==> src/rtl/sram_ctrl_pkg.sv <==
package sram_ctrl_pkg;

  typedef enum logic [2:0] {
    ST_IDLE,
    ST_WR_ACT,
    ST_WR_REC,
    ST_RD,
    ST_RET,
    ST_RECOV
  } ctrl_state_t;

  function automatic int ns_to_cyc(input int ns, input int clk_ns);
    return (ns + clk_ns - 1) / clk_ns;
  endfunction

  function automatic int imax(input int a, input int b);
    return (a > b) ? a : b;
  endfunction

endpackage

==> src/rtl/sram_phase_timer.sv <==
module sram_phase_timer #(
  parameter int W = 4
) (
  input  logic         clk,
  input  logic         rst_n,
  input  logic         load,
  input  logic [W-1:0] load_val,
  output logic         zero
);
  logic [W-1:0] cnt;

  always_ff @(posedge clk or negedge rst_n) begin
    if (!rst_n)          cnt <= '0;
    else if (load)       cnt <= load_val;
    else if (cnt != '0)  cnt <= cnt - 1'b1;
  end

  assign zero = (cnt == '0);
endmodule

==> src/rtl/sram_pin_decode.sv <==
module sram_pin_decode
  import sram_ctrl_pkg::*;
(
  input  logic        clk,
  input  logic        rst_n,
  input  ctrl_state_t st,
  output logic        cs1_n,
  output logic        cs2,
  output logic        oe_n,
  output logic        we_n,
  output logic        dq_oe
);
  logic sel;

  always_comb begin
    sel   = (st == ST_WR_ACT) || (st == ST_WR_REC) || (st == ST_RD);
    cs1_n = !sel;
    cs2   = sel;
    oe_n  = (st != ST_RD);
    we_n  = (st != ST_WR_ACT);
    dq_oe = (st == ST_WR_ACT);
  end


  no_bus_fight_chk: assert property (@(posedge clk) disable iff (!rst_n)
    !(dq_oe && !oe_n) && !(!oe_n && !we_n));


  drive_selected_chk: assert property (@(posedge clk) disable iff (!rst_n)
    dq_oe |-> (!cs1_n && cs2 && !we_n));
endmodule

==> src/rtl/sram_cycle_ctrl.sv <==
module sram_cycle_ctrl
  import sram_ctrl_pkg::*;
#(
  parameter int ADDR_W  = 17,
  parameter int DATA_W  = 8,
  parameter int CLK_NS  = 10,
  parameter int T_WP_NS  = 50,
  parameter int T_WC_NS  = 70,
  parameter int T_AW_NS  = 60,
  parameter int T_CW_NS  = 60,
  parameter int T_DW_NS  = 30,
  parameter int T_WR_NS  = 5,
  parameter int T_RC_NS  = 70,
  parameter int T_AA_NS  = 70,
  parameter int T_OE_NS  = 35,
  parameter int T_OHZ_NS = 30,
  parameter int T_REC_NS = 5000000
) (
  input  logic              clk,
  input  logic              rst_n,
  input  logic              req_valid,
  output logic              req_ready,
  input  logic              req_write,
  input  logic [ADDR_W-1:0] req_addr,
  input  logic [DATA_W-1:0] req_wdata,
  output logic              rsp_valid,
  output logic [DATA_W-1:0] rsp_rdata,
  input  logic              ret_req,
  output logic [ADDR_W-1:0] mem_addr,
  output logic              mem_cs1_n,
  output logic              mem_cs2,
  output logic              mem_oe_n,
  output logic              mem_we_n,
  output logic [DATA_W-1:0] mem_dq_o,
  input  logic [DATA_W-1:0] mem_dq_i,
  output logic              mem_dq_oe
);
  localparam int WLOW = imax(imax(ns_to_cyc(T_WP_NS, CLK_NS), ns_to_cyc(T_AW_NS, CLK_NS)),
                             imax(imax(ns_to_cyc(T_CW_NS, CLK_NS), ns_to_cyc(T_DW_NS, CLK_NS)), 1));
  localparam int WREC = imax(1, imax(ns_to_cyc(T_WR_NS, CLK_NS), ns_to_cyc(T_WC_NS, CLK_NS) - WLOW));
  localparam int RLEN = imax(1, imax(imax(ns_to_cyc(T_RC_NS, CLK_NS), ns_to_cyc(T_AA_NS, CLK_NS)),
                                     ns_to_cyc(T_OE_NS, CLK_NS)));
  localparam int TA   = imax(1, ns_to_cyc(T_OHZ_NS, CLK_NS));
  localparam int RECC = imax(1, ns_to_cyc(T_REC_NS, CLK_NS));
  localparam int PH_W = $clog2(imax(WLOW, imax(WREC, RLEN)) + 1);
  localparam int TA_W = $clog2(TA + 1);
  localparam int RC_W = $clog2(RECC + 1);

  ctrl_state_t st, st_nx;
  logic [ADDR_W-1:0] addr_q;
  logic [DATA_W-1:0] wdata_q, rdata_q;
  logic              rsp_q;
  logic [TA_W-1:0]   ta_cnt;

  logic              ph_load, ph_zero, rc_load, rc_zero;
  logic [PH_W-1:0]   ph_val;
  logic              accept, done, rd_done;

  assign req_ready = (st == ST_IDLE) && !ret_req && !(req_write && (ta_cnt != '0));
  assign accept    = req_valid && req_ready;

  always_comb begin
    st_nx   = st;
    ph_load = 1'b0;
    ph_val  = '0;
    rc_load = 1'b0;
    done    = 1'b0;
    rd_done = 1'b0;
    unique case (st)
      ST_IDLE: begin
        if (ret_req) begin
          st_nx = ST_RET;
        end else if (accept) begin
          ph_load = 1'b1;
          if (req_write) begin
            st_nx  = ST_WR_ACT;
            ph_val = PH_W'(WLOW - 1);
          end else begin
            st_nx  = ST_RD;
            ph_val = PH_W'(RLEN - 1);
          end
        end
      end
      ST_WR_ACT: begin
        if (ph_zero) begin
          st_nx   = ST_WR_REC;
          ph_load = 1'b1;
          ph_val  = PH_W'(WREC - 1);
        end
      end
      ST_WR_REC: begin
        if (ph_zero) begin
          st_nx = ST_IDLE;
          done  = 1'b1;
        end
      end
      ST_RD: begin
        if (ph_zero) begin
          st_nx   = ST_IDLE;
          done    = 1'b1;
          rd_done = 1'b1;
        end
      end
      ST_RET: begin
        if (!ret_req) begin
          st_nx   = ST_RECOV;
          rc_load = 1'b1;
        end
      end
      ST_RECOV: begin
        if (ret_req)      st_nx = ST_RET;
        else if (rc_zero) st_nx = ST_IDLE;
      end
      default: st_nx = ST_IDLE;
    endcase
  end

  always_ff @(posedge clk or negedge rst_n) begin
    if (!rst_n) begin
      st      <= ST_IDLE;
      addr_q  <= '0;
      wdata_q <= '0;
      rdata_q <= '0;
      rsp_q   <= 1'b0;
      ta_cnt  <= '0;
    end else begin
      st    <= st_nx;
      rsp_q <= done;
      if (accept) begin
        addr_q  <= req_addr;
        wdata_q <= req_wdata;
      end
      if (rd_done) begin
        rdata_q <= mem_dq_i;
        ta_cnt  <= TA_W'(TA);
      end else if (st == ST_IDLE && ta_cnt != '0) begin
        ta_cnt  <= ta_cnt - 1'b1;
      end
    end
  end

  sram_phase_timer #(.W(PH_W)) u_phase (
    .clk(clk), .rst_n(rst_n), .load(ph_load), .load_val(ph_val), .zero(ph_zero)
  );

  sram_phase_timer #(.W(RC_W)) u_recov (
    .clk(clk), .rst_n(rst_n), .load(rc_load), .load_val(RC_W'(RECC - 1)), .zero(rc_zero)
  );

  sram_pin_decode u_pins (
    .clk(clk), .rst_n(rst_n), .st(st),
    .cs1_n(mem_cs1_n), .cs2(mem_cs2), .oe_n(mem_oe_n), .we_n(mem_we_n), .dq_oe(mem_dq_oe)
  );

  assign mem_addr  = addr_q;
  assign mem_dq_o  = wdata_q;
  assign rsp_valid = rsp_q;
  assign rsp_rdata = rdata_q;


  addr_hold_chk: assert property (@(posedge clk) disable iff (!rst_n)
    (!mem_cs1_n && !$past(mem_cs1_n)) |-> $stable(mem_addr));


  rsp_pulse_chk: assert property (@(posedge clk) disable iff (!rst_n)
    rsp_valid |=> !rsp_valid);


  ret_deselect_chk: assert property (@(posedge clk) disable iff (!rst_n)
    (ret_req && st == ST_IDLE) |=> (mem_cs1_n && !mem_cs2));


  no_accept_in_ret_chk: assert property (@(posedge clk) disable iff (!rst_n)
    (st == ST_RET || st == ST_RECOV) |-> !req_ready);
endmodule

==> config.mk <==
export PLATFORM = sky130hd
export DESIGN_NAME = sram_cycle_ctrl
export DESIGN_NICKNAME = d
export VERILOG_FILES = /design/src/rtl/sram_ctrl_pkg.sv /design/src/rtl/sram_phase_timer.sv /design/src/rtl/sram_pin_decode.sv /design/src/rtl/sram_cycle_ctrl.sv
export SDC_FILE = /design/constraint.sdc
export NUM_CORES = 1
export LEC_CHECK = 0
export BUFFER_PORTS_ARGS = -buffer_cell sky130_fd_sc_hd__buf_4
export CAP_MARGIN = 20
export CELL_PAD_IN_SITES_DETAIL_PLACEMENT = 0
export CELL_PAD_IN_SITES_GLOBAL_PLACEMENT = 1
export CORE_UTILIZATION = 37
export CTS_CLUSTER_DIAMETER = 80
export CTS_CLUSTER_SIZE = 16
export DETAILED_ROUTE_END_ITERATION = 7
export PLACE_DENSITY_LB_ADDON = 0.1
export SLEW_MARGIN = 0
export SYNTH_ARGS = -nofsm -noshare
export SYNTH_HDL_FRONTEND = slang
export SYNTH_HIERARCHICAL = 1
export SYNTH_SLANG_ARGS = --single-unit
export TNS_END_PERCENT = 5
==> constraint.sdc <==
create_clock -name clk -period 2.3 [get_ports clk]
set_clock_uncertainty 0.2 [all_clocks]
set_input_delay 0.46 -clock clk [delete_from_list [all_inputs] [get_ports clk]]
set_output_delay 0.46 -clock clk [all_outputs]
set_load 0.05 [all_outputs]
==> results of run 1 <==
[cell usage after synthesis, types with 2 or more instances]
cell type and number:
nand3_1 5, nand4_1 2, xor2_1 7, nor2_1 10, buf_6 3, nor3b_1 2, o21ai_0 10, o211ai_1 2
inv_1 15, or3b_1 2, nand3b_1 2, buf_2 2, xnor2_1 6, and2_1 2, nand2b_1 3, mux2_2 15
nor2b_1 3, nor4b_1 2, or3_1 3, a221oi_1 2, ha_1 4, clkbuf_1 3, o31a_1 2, or4b_2 2
dfrtp_1 61, nor4_1 6, a311oi_1 2, o31ai_1 8, conb_1 2, nor3_1 6, or4_1 2, nand2_1 27
mux2_4 18, a21oi_1 5
[worst max-delay path, cell delays in order, from the launching register on]
cell and delay (ns):
dfrtp_1 0.38, or4_4 0.53, or4b_4 0.56, buf_6 0.15, nor2_4 0.10, nor3_1 0.06, a21oi_1 0.17, o22ai_1 0.08
[how the worst max path moves through the flow]
stage | endpoint | slack, ns
2_1_floorplan | u_recov/cnt[1] | -0.07
3_3_place_gp | st[0] | -0.11
3_5_place_dp | u_recov/cnt[0] | -0.11
4_1_cts | u_recov/cnt[1] | -0.04
5_1_grt | st[0] | -0.13
6_report | st[0] | -0.05
[placed cells by master (no fill, tap or decap), types with 3 or more instances in the layout]
master	netlist	routed
buf_4	1	102
dfrtp_1	61	61
nand2_1	27	27
conb_1	2	19
mux2_4	18	18
inv_1	15	15
mux2_2	15	15
nor2_1	10	10
o21ai_0	10	10
clkbuf_8	0	9
xor2_1	7	7
xnor2_1	6	6
nor3_1	6	6
o31ai_1	8	6
a21oi_1	5	5
nand3_1	5	5
ha_1	4	4
nor4_1	6	4
nand2b_1	3	3
or3_1	3	3
nor2b_1	3	3
[flip-flops by register name, summed over array words and instances, names as in the netlist]
signal	cells
ta_cnt	2
rsp_rdata	8
rsp_valid	1
u_recov/cnt	19
u_phase/cnt	3
mem_addr	17
mem_dq_o	8
st	3
[through the flow]
| stage | worst slack (ns) | utilization | setup TNS (ns) |
|---|---|---|---|
| floorplan | -0.0710 | - | -0.295 |
| finish | -0.0520 | 0.537 | -0.0631 |
| global route | -0.131 | 0.537 | -0.995 |
| CTS | -0.0394 | 0.533 | -0.0892 |
| global placement | -0.113 | 0.508 | -0.342 |
| detailed placement | -0.111 | 0.508 | -0.609 |
[cell families (layout without fill, tap and decap cells)]
family / count (synthesis) / count (layout) / share of synthesized area
flip-flops: 61 / 61 / 0.499
buffers and inverters: 24 / 137 / 0.0388
other: 2 / 19 / 0.00245
AO/OA/AOI/OAI: 43 / 43 / 0.0969
multiplexers: 33 / 33 / 0.143
AND/OR/NAND/NOR: 88 / 88 / 0.166
XOR/XNOR: 13 / 13 / 0.0372
adder cells (fa/ha/maj): 4 / 4 / 0.0164
[power by group through the flow]
| stage | clock (mW) | combinational, mW | sequential (mW) |
|---|---|---|---|
| after floorplan | 0 | 0.905 | 2.61 |
| after detailed placement | 0 | 2.58 | 1.79 |
| final | 0.837 | 2.61 | 1.77 |
| after CTS | 0.874 | 2.59 | 1.78 |
| after global placement | 0 | 2.57 | 1.77 |
| after global routing | 0.924 | 2.80 | 1.84 |
[routing by layer]
layer	wire (µm)	global-route usage	part of all wire
met2	3190	0.274	0.48
met5	0	0	0
met4	71	0.0500	0.011
met1	3060	0.209	0.46
met3	368	0.0583	0.055
[what timing repair did]
action | CTS | global route
hold buffers | 1 | 0
endpoints found under the setup margin | 11 | 21
hold endpoints to repair | 37 | 0
pin swaps | 6 | 3
gates resized for setup | 3 | 4
setup buffers | 0 | 1
[cell type report]
type / count / area, µm² / share of cell area
flip-flops and latches: 61 / 1530 / 0.362
repair buffers: 106 / 818 / 0.194
well taps: 102 / 128 / 0.0303
inverters: 15 / 56.3 / 0.0134
clock inverters: 7 / 51.3 / 0.0122
clock buffers: 9 / 124 / 0.0294
multi-input cells: 200 / 1510 / 0.358
==> run summary, run 1 <==
Final Instance Area = 4210 µm²
Diode count = 0
Core region area = 7850 µm²
Dpl hpwl = 4900 µm
Worst skew pair latency = 0.34 ns
CP endpoint kind = register
Die Span X = 92.9 µm
Initial antenna violation count = 0
Final ANT Viol Nets = 0
Initial Util = 0.390
Area contributors post-synth = dfrtp_1 (50%), mux2_4 (8.8%), mux2_2 (5.5%), nand2_1 (3.3%), xor2_1 (2.0%)
Final hold viol count = 0
PortBufs = 77
Crit path setup slack, layout = -0.0520 ns
Reg2reg end = st[0]
Main flop type after synthesis = dfrtp_1
Vias in the first global route = 2,360
GPL Wtd Cong = 0.770
Final wirelength = 6690 µm
Root buffer cell = clkbuf_8
Unrepaired setup endpoints after global routing = true
Combinational power share = 0.500
Startpoint Class = register
Synth Register Bits = 61
Hold path endpoint = mem_dq_o[3]
Nets = 435
R2r startpoint = u_recov/cnt[17]
Clk pin slew, worst setup/hold paths = 0.07 ns
Failing checks = negative setup slack
Async SR Flop Fraction = 1.00
Fin crit period = 2.35 ns
Largest area contributor in the netlist = dfrtp_1
DRC violations left = 0
Vias/cell = 4.76
Syn-to-layout area delta = 37.7%
Top cell type's share of synthesized area = 0.499
Hold Startpoint = req_wdata[3]
Leak = 2.03 nW
Placed insts = 482
Reg2reg path depth = 7
NetSw = 2.26 mW
CP arrival = 2.37 ns
Largest net degree at the start of global routing = 39
Clock share of power = 0.160
Cell Rows = 32
Syn Area/Cell = 11.4 µm²
Worst vdd ir = 0.000492 V
Synth Instances = 268
Filler Cells Inserted = 732
CTS tree = built
Worst R2R Setup Slack = -0.05 ns
Final cell count without fillers = 500
Full die area = 8640 µm²
Pin slew with the least headroom to its limit = 0.547 ns
Worst hold-check path type = in -> reg
Status = finished, violations left
Sequential Power Share = 0.340
Final setup vio count = 2
Net Sw Frac = 0.433
Max Root-Sink Buffers = 2
Max frequency = 425 MHz
Unique cell type count in the Yosys netlist = 56
MaxCap Viol Count = 0
Post-synth EDFFs = 0
CP Class = reg -> reg
WL/cell = 13.4 µm
Clock sink count = 61
GRT Residual Overflow = 0
CP max FO = 4
First-pass GRT wire length = 11,200 µm
Via count = 2,380
Synthesis Warnings = 6
Final slew viol count = 0
H-tree depth = 3
PD cells = 1240 nW/µm²
All-layer global routing usage = 0.168
CP startpoint = u_recov/cnt[17]
Total Power = 5.22 mW
Hold Slack = 0.147 ns
Number of detailed-route iterations in the first pass = 4
Layout cells sized above 1 = 0.422
Worst EP required = 2.32 ns
I/O pin cnt = 78
Max-slew headroom = 0.633
Period Utilization, post-route = 1.02
Initial drt markers = 90
Placed cell areas = 3990 µm²
Total CTS buffers = 9
Hold Path Depth = 2
Register area share after synthesis = 0.499
Synth Cell Area = 3060 µm²
Internal power = 2.96 mW
Chip height = 92.9 µm
Note: power is estimated with default switching activity, not from simulation.
==> run 2, diff against run 1 <==
Settings changed: ABC_AREA set to 1, CORE_UTILIZATION 37 to 35, HOLD_SLACK_MARGIN set to 0.05.
==> run summary, run 2 <==
Crit path depth = 4 (was 7)
Clk pin slew, worst setup/hold paths = 0.08 ns (was 0.07 ns)
Layout cells sized above 1 = 0.229 (was 0.422)
Final ANT Viol Nets = 0 (unchanged)
Largest area contributor in the netlist = dfrtp_1 (unchanged)
CP max FO = 8 (was 4)
CP startpoint = st[1] (was u_recov/cnt[17])
Final Instance Area = 4290 µm² (was 4210 µm²)
Hold Slack = 0.144 ns (was 0.147 ns)
Total CTS buffers = 9 (unchanged)
H-tree depth = 3 (unchanged)
Period Utilization, post-route = 0.963 (was 1.02)
Area contributors post-synth = dfrtp_1 (46%), nand2_1 (19%), nand3_1 (8.5%), inv_1 (4.9%), nor2_1 (3.8%) (was dfrtp_1 (50%), mux2_4 (8.8%), mux2_2 (5.5%), nand2_1 (3.3%), xor2_1 (2.0%))
Most flops, register = u_recov/cnt (unchanged)
Final cell count without fillers = 657 (was 500)
Worst hold-check path type = in -> reg (unchanged)
Reg2reg end = st[0] (unchanged)
Syn Area/Cell = 7.48 µm² (was 11.4 µm²)
Top cell type's share of synthesized area = 0.464 (was 0.499)
Pin slew with the least headroom to its limit = 0.824 ns (was 0.547 ns)
Worst skew pair latency = 0.34 ns (about the same)
Most common cell in the synthesized netlist = nand2_1 (was dfrtp_1)
Fin crit period = 2.22 ns (was 2.35 ns)
Main flop type after synthesis = dfrtp_1 (unchanged)
Final setup vio count = 0 (was 2)
Via count = 3,002 (was 2,380)
Final slew viol count = 0 (unchanged)
DRC violations left = 0 (unchanged)
Async SR Flop Fraction = 1.00 (unchanged)
Chip height = 99.0 µm (was 92.9 µm)
Placed cell areas = 4060 µm² (was 3990 µm²)
Worst R2R Setup Slack = 0.22 ns (was -0.05 ns)
Startpoint Class = register (unchanged)
Commonest cells after routing, fill and taps aside = nand2_1 (166), buf_4 (83), dfrtp_1 (60) (was buf_4 (102), dfrtp_1 (61), nand2_1 (27))
MaxCap Viol Count = 0 (unchanged)
PortBufs = 77 (unchanged)
Post-synth EDFFs = 0 (unchanged)
Max-slew headroom = 0.450 (was 0.633)
CP peak stage delay = 0.47 ns (was 0.56 ns)
Worst vdd ir = 0.000737 V (was 0.000492 V)
CP Class = reg -> out (was reg -> reg)
Full die area = 9790 µm² (was 8640 µm²)
Register area share after synthesis = 0.464 (was 0.499)
R2r startpoint = u_recov/cnt[0] (was u_recov/cnt[17])
WL/cell = 12.4 µm (was 13.4 µm)
I/O pin cnt = 78 (unchanged)
CP endpoint = req_ready (was st[0])
Total Power = 6.52 mW (was 5.22 mW)
GPL Wtd Cong = 0.816 (was 0.770)
Pre-CTS setup slack = 0.141 ns (was -0.111 ns)
CP endpoint kind = output pin (was register)
Unique cell type count in the Yosys netlist = 30 (was 56)
Synth Register Bits = 61 (unchanged)
Post-CTS Setup Inserts = 0 (unchanged)
Clock sink count = 61 (unchanged)
Nets = 583 (was 435)
Synth Cell Area = 3290 µm² (was 3060 µm²)
Unrepaired setup endpoints after global routing = true (unchanged)
Vias/cell = 4.57 (was 4.76)
Core region area = 9150 µm² (was 7850 µm²)
Final wirelength = 8140 µm (was 6690 µm)
Setup Total Neg Slack = 0 ns (was -0.0631 ns)
Placed insts = 640 (was 482)
Most common library cells after synthesis = nand2_1 (166), dfrtp_1 (61), nand3_1 (56), inv_1 (43), nor2_1 (33) (was dfrtp_1 (61), nand2_1 (27), mux2_4 (18), inv_1 (15), mux2_2 (15))
Final hold viol count = 0 (unchanged)
Initial antenna violation count = 0 (unchanged)
Number of detailed-route iterations in the first pass = 4 (unchanged)
Max Root-Sink Buffers = 2 (unchanged)
GRT Residual Overflow = 0 (unchanged)
Top delay family on crit path = simple AND/OR/NAND/NOR gates (unchanged)
Largest net degree at the start of global routing = 62 (was 39)
Syn-to-layout area delta = 30.2% (was 37.7%)
Diode count = 0 (unchanged)
Max frequency = 451 MHz (was 425 MHz)
CTS tree = built (unchanged)
Die Span X = 99.0 µm (was 92.9 µm)
Final Util = 0.468 (was 0.537)
Leak = 2.31 nW (was 2.03 nW)
CP max-delay cell = dfrtp_2 (was or4b_4)
Dpl hpwl = 5630 µm (was 4900 µm)
Reg2reg path depth = 13 (was 7)
Synth Instances = 440 (was 268)
CP arrival = 1.56 ns (was 2.37 ns)
Most common cell after layout, fill and taps aside = nand2_1 (was buf_4)
Cell Rows = 35 (was 32)
PD cells = 1520 nW/µm² (was 1240 nW/µm²)
Max reg flops = 19 (unchanged)
Worst EP required = 1.64 ns (was 2.32 ns)
Cell Chain, Critical Path = nor2_4 -> nand2_4 -> nor3_4 -> buf_6 (was or4_4 -> or4b_4 -> buf_6 -> nor2_4 -> nor3_1 -> a21oi_1 -> o22ai_1)
First-pass GRT wire length = 14,000 µm (was 11,200 µm)
Initial Util = 0.360 (was 0.390)
Filler Cells Inserted = 929 (was 732)
Vias in the first global route = 3,031 (was 2,360)
Root buffer cell = clkbuf_8 (unchanged)
Initial drt markers = 127 (was 90)
CP Buf/Inv Count = 1 (unchanged)
Crit path setup slack, layout = 0.0844 ns (was -0.0520 ns)
All-layer global routing usage = 0.182 (was 0.168)
Status = completed (was finished, violations left)
Synthesis Warnings = 6 (unchanged)
run 2: final cells by class:
class | instances | area (µm²) | share of cell area
multi-input combinational | 339 | 1610 | 0.377
sequential | 61 | 1530 | 0.356
timing repair buffer | 85 | 644 | 0.150
inverter | 45 | 169 | 0.0394
tap | 111 | 139 | 0.0324
clock buffer | 10 | 128 | 0.0298
clock inverter | 6 | 63.8 | 0.0149
run 2: how the worst min path moves through the flow:
stage | startpoint | end | slack [ns] | cells after the start
floorplan | rst_n | mem_addr[0] | -0.04 | 0
global placement | mem_addr[6] | mem_addr[6] | 0.25 | 2
detailed placement | mem_addr[13] | mem_addr[13] | 0.26 | 2
CTS | req_addr[8] | mem_addr[8] | 0.12 | 3
global route | mem_dq_i[0] | rsp_rdata[0] | 0.14 | 3
finish | req_addr[8] | mem_addr[8] | 0.14 | 3
run 2: kinds of logic (layout without fill, tap and decap cells):
| kind of cell | after synthesis | count (layout) | share of synthesized area |
|---|---|---|---|
| xor gates and xnor gates | 6 | 6 | 0.0160 |
| other | 2 | 19 | 0.00228 |
| and+or+nand+nor | 284 | 284 | 0.390 |
| adders and majority gates | 4 | 4 | 0.0152 |
| DFF | 61 | 61 | 0.464 |
| buffers and inverters | 57 | 146 | 0.0722 |
| AOI/OAI and AO/OA | 26 | 26 | 0.0403 |
run 2: worst reg2reg max path, delay by kind of cell (launching register included):
kind	cells	cell delay (ns)
buffers and inverters	2	0.18
flip-flops	1	0.40
adder cells (fa/ha/maj)	1	0.20
AO/OA/AOI/OAI	1	0.20
AND/OR/NAND/NOR	9	0.81
run 2: power breakdown:
part	leakage [nW]	internal (mW)	switching [mW]	total, mW
Sequential	0.744	1.58	0.390	1.97
Clock	0.0923	0.498	0.447	0.946
Combinational	1.48	1.13	2.47	3.60
Total	2.31	3.20	3.31	6.52
run 2: repair_timing:
item / in CTS / in global routing
pin swaps: 0 / 2
endpoints found under the setup margin: 1 / 6
hold endpoints to repair: 33 / 0
hold buffers: 1 / 0
resized for setup: 1 / 9
run 2: routing by layer:
| layer | part of all wire | GRT usage | routed length [µm] |
|---|---|---|---|
| met1 | 0.48 | 0.242 | 3940 |
| met2 | 0.44 | 0.283 | 3570 |
| met3 | 0.065 | 0.0532 | 532 |
| met4 | 0.011 | 0.0654 | 92 |
| met5 | 0 | 0 | 0 |
==> run 3, diff against run 2 <==
Settings changed: RECOVER_POWER set to 100.
==> run summary, run 3 (same netlist as run 2, synthesis figures left out) <==
CP max FO = 8 (unchanged)
Die Span X = 99.0 µm (unchanged)
Fin crit period = 2.21 ns (was 2.22 ns)
Most flops, register = u_recov/cnt (unchanged)
Cell Rows = 35 (unchanged)
Post-CTS Setup Inserts = 0 (unchanged)
GRT Residual Overflow = 0 (unchanged)
Setup Total Neg Slack = 0 ns (unchanged)
Internal power = 2.94 mW (was 3.20 mW)
Final ANT Viol Nets = 0 (unchanged)
Via count = 2,990 (was 3,002)
Worst hold-check path type = in -> reg (unchanged)
Final Util = 0.451 (was 0.468)
Core region area = 9150 µm² (unchanged)
Reg2reg end = st[0] (unchanged)
Leak = 2.16 nW (was 2.31 nW)
H-tree depth = 3 (unchanged)
Status = completed (unchanged)
Period Utilization, post-route = 0.959 (was 0.963)
Vias in the first global route = 3,031 (unchanged)
NetSw = 3.29 mW (was 3.31 mW)
Number of detailed-route iterations in the first pass = 4 (unchanged)
Max Root-Sink Buffers = 2 (unchanged)
Final Instance Area = 4130 µm² (was 4290 µm²)
Commonest cells after routing, fill and taps aside = nand2_1 (167), dfrtp_1 (60), nand3_1 (56) (was nand2_1 (166), buf_4 (83), dfrtp_1 (60))
Worst R2R Setup Slack = 0.22 ns (about the same)
Total Power = 6.23 mW (was 6.52 mW)
Total CTS buffers = 9 (unchanged)
PD cells = 1510 nW/µm² (was 1520 nW/µm²)
Dpl hpwl = 5630 µm (unchanged)
Crit path setup slack, layout = 0.0944 ns (was 0.0844 ns)
Max reg flops = 19 (unchanged)
Final hold viol count = 0 (unchanged)
Net Sw Frac = 0.528 (was 0.508)
Final slew viol count = 0 (unchanged)
Final wirelength = 8080 µm (was 8140 µm)
Chip height = 99.0 µm (unchanged)
Worst EP required = 1.64 ns (about the same)
CP Class = reg -> out (unchanged)
Startpoint Class = register (unchanged)
Full die area = 9790 µm² (unchanged)
Largest net degree at the start of global routing = 62 (unchanged)
Clk pin slew, worst setup/hold paths = 0.08 ns (about the same)
CP peak stage delay = 0.47 ns (about the same)
Clock sink count = 61 (unchanged)
Hold Path Depth = 3 (unchanged)
Max frequency = 453 MHz (was 451 MHz)
PortBufs = 77 (unchanged)
Worst skew pair latency = 0.33 ns (was 0.34 ns)
CP endpoint kind = output pin (unchanged)
R2r startpoint = u_recov/cnt[0] (unchanged)
MaxCap Viol Count = 0 (unchanged)
Initial drt markers = 136 (was 127)
WL/cell = 12.3 µm (was 12.4 µm)
Cell Chain, Critical Path = nor2_4 -> nand2_4 -> nor3_4 -> buf_6 (unchanged)
Max-slew headroom = 0.405 (was 0.450)
CTS tree = built (unchanged)
GPL Wtd Cong = 0.816 (unchanged)
Root buffer cell = clkbuf_8 (unchanged)
Worst vdd ir = 0.000691 V (was 0.000737 V)
Hold Slack = 0.149 ns (was 0.144 ns)
Final cell count without fillers = 657 (unchanged)
Nets = 583 (unchanged)
Hold Startpoint = req_addr[8] (unchanged)
I/O pin cnt = 78 (unchanged)
All-layer global routing usage = 0.182 (unchanged)
Clock share of power = 0.151 (was 0.145)
Placed cell areas = 4060 µm² (unchanged)
Final setup vio count = 0 (unchanged)
Unrepaired setup endpoints after global routing = true (unchanged)
Pin slew with the least headroom to its limit = 0.892 ns (was 0.824 ns)
Pre-CTS setup slack = 0.141 ns (unchanged)
Sequential Power Share = 0.315 (was 0.302)
Syn-to-layout area delta = 25.4% (was 30.2%)
Combinational power share = 0.534 (was 0.553)
Reg2reg path depth = 13 (unchanged)
Hold path endpoint = mem_addr[8] (unchanged)
Vias/cell = 4.55 (was 4.57)
CP max-delay cell = dfrtp_2 (unchanged)
Layout cells sized above 1 = 0.163 (was 0.229)
CP arrival = 1.55 ns (was 1.56 ns)
Placed insts = 640 (unchanged)
Initial Util = 0.360 (unchanged)
Diode count = 0 (unchanged)
First-pass GRT wire length = 14,000 µm (unchanged)
Filler Cells Inserted = 966 (was 929)
Most common cell after layout, fill and taps aside = nand2_1 (unchanged)
DRC violations left = 0 (unchanged)
Initial antenna violation count = 0 (unchanged)
run 3: cell types whose count changed in the layout (fill, tap and decap cells not counted), sizes merged:
cell    previous run  this run
clkbuf            10        51
buf               84        43
run 3: area by class of cell:
class,instances,area [µm²],share of cell area
timing repair buffer,85,500,0.121
clock buffer,10,128,0.0309
tap,111,139,0.0336
inverter,45,169,0.0409
sequential,61,1530,0.370
clock inverter,6,63.8,0.0155
multi-input combinational,339,1600,0.388
run 3: timing repair:
item / 4_1_cts / 5_1_grt
hold buffers: 1 / 0
gates resized for setup: 1 / 9
endpoints found under the hold margin: 33 / 0
setup endpoints to repair: 1 / 6
pin swaps: 0 / 2
run 3: worst max path at each step:
stage / start / endpoint / slack (ns)
floorplan: st[0] / mem_cs1_n / 0.05
global placement: u_recov/cnt[0] / st[0] / 0.18
detailed placement: u_recov/cnt[0] / st[0] / 0.14
CTS: st[1] / req_ready / 0.01
global route: u_recov/cnt[0] / st[0] / -0.002
finish: st[1] / req_ready / 0.09
run 3: power groups by stage:
stage | clock network [mW] | registers, mW | logic [mW]
after CTS | 0.985 | 1.97 | 3.59
after floorplan | 0 | 2.85 | 1.69
after global placement | 0 | 1.97 | 3.55
after global routing | 1.03 | 2.03 | 3.71
after detailed placement | 0 | 1.98 | 3.58
final | 0.941 | 1.96 | 3.33
run 3: worst max-delay path: cells and delay by family (launching register included):
| family | cells | cell delay (ns) |
|---|---|---|
| simple gates | 3 | 0.53 |
| flops | 1 | 0.47 |
| buf+inv | 1 | 0.21 |
run 3: routing by layer:
layer	track usage	wire, µm	vias up
li1	-	-	1570
met1	0.242	3950	1346
met2	0.283	3600	70
met3	0.0532	478	4
met4	0.0654	52	0
met5	0	0	-
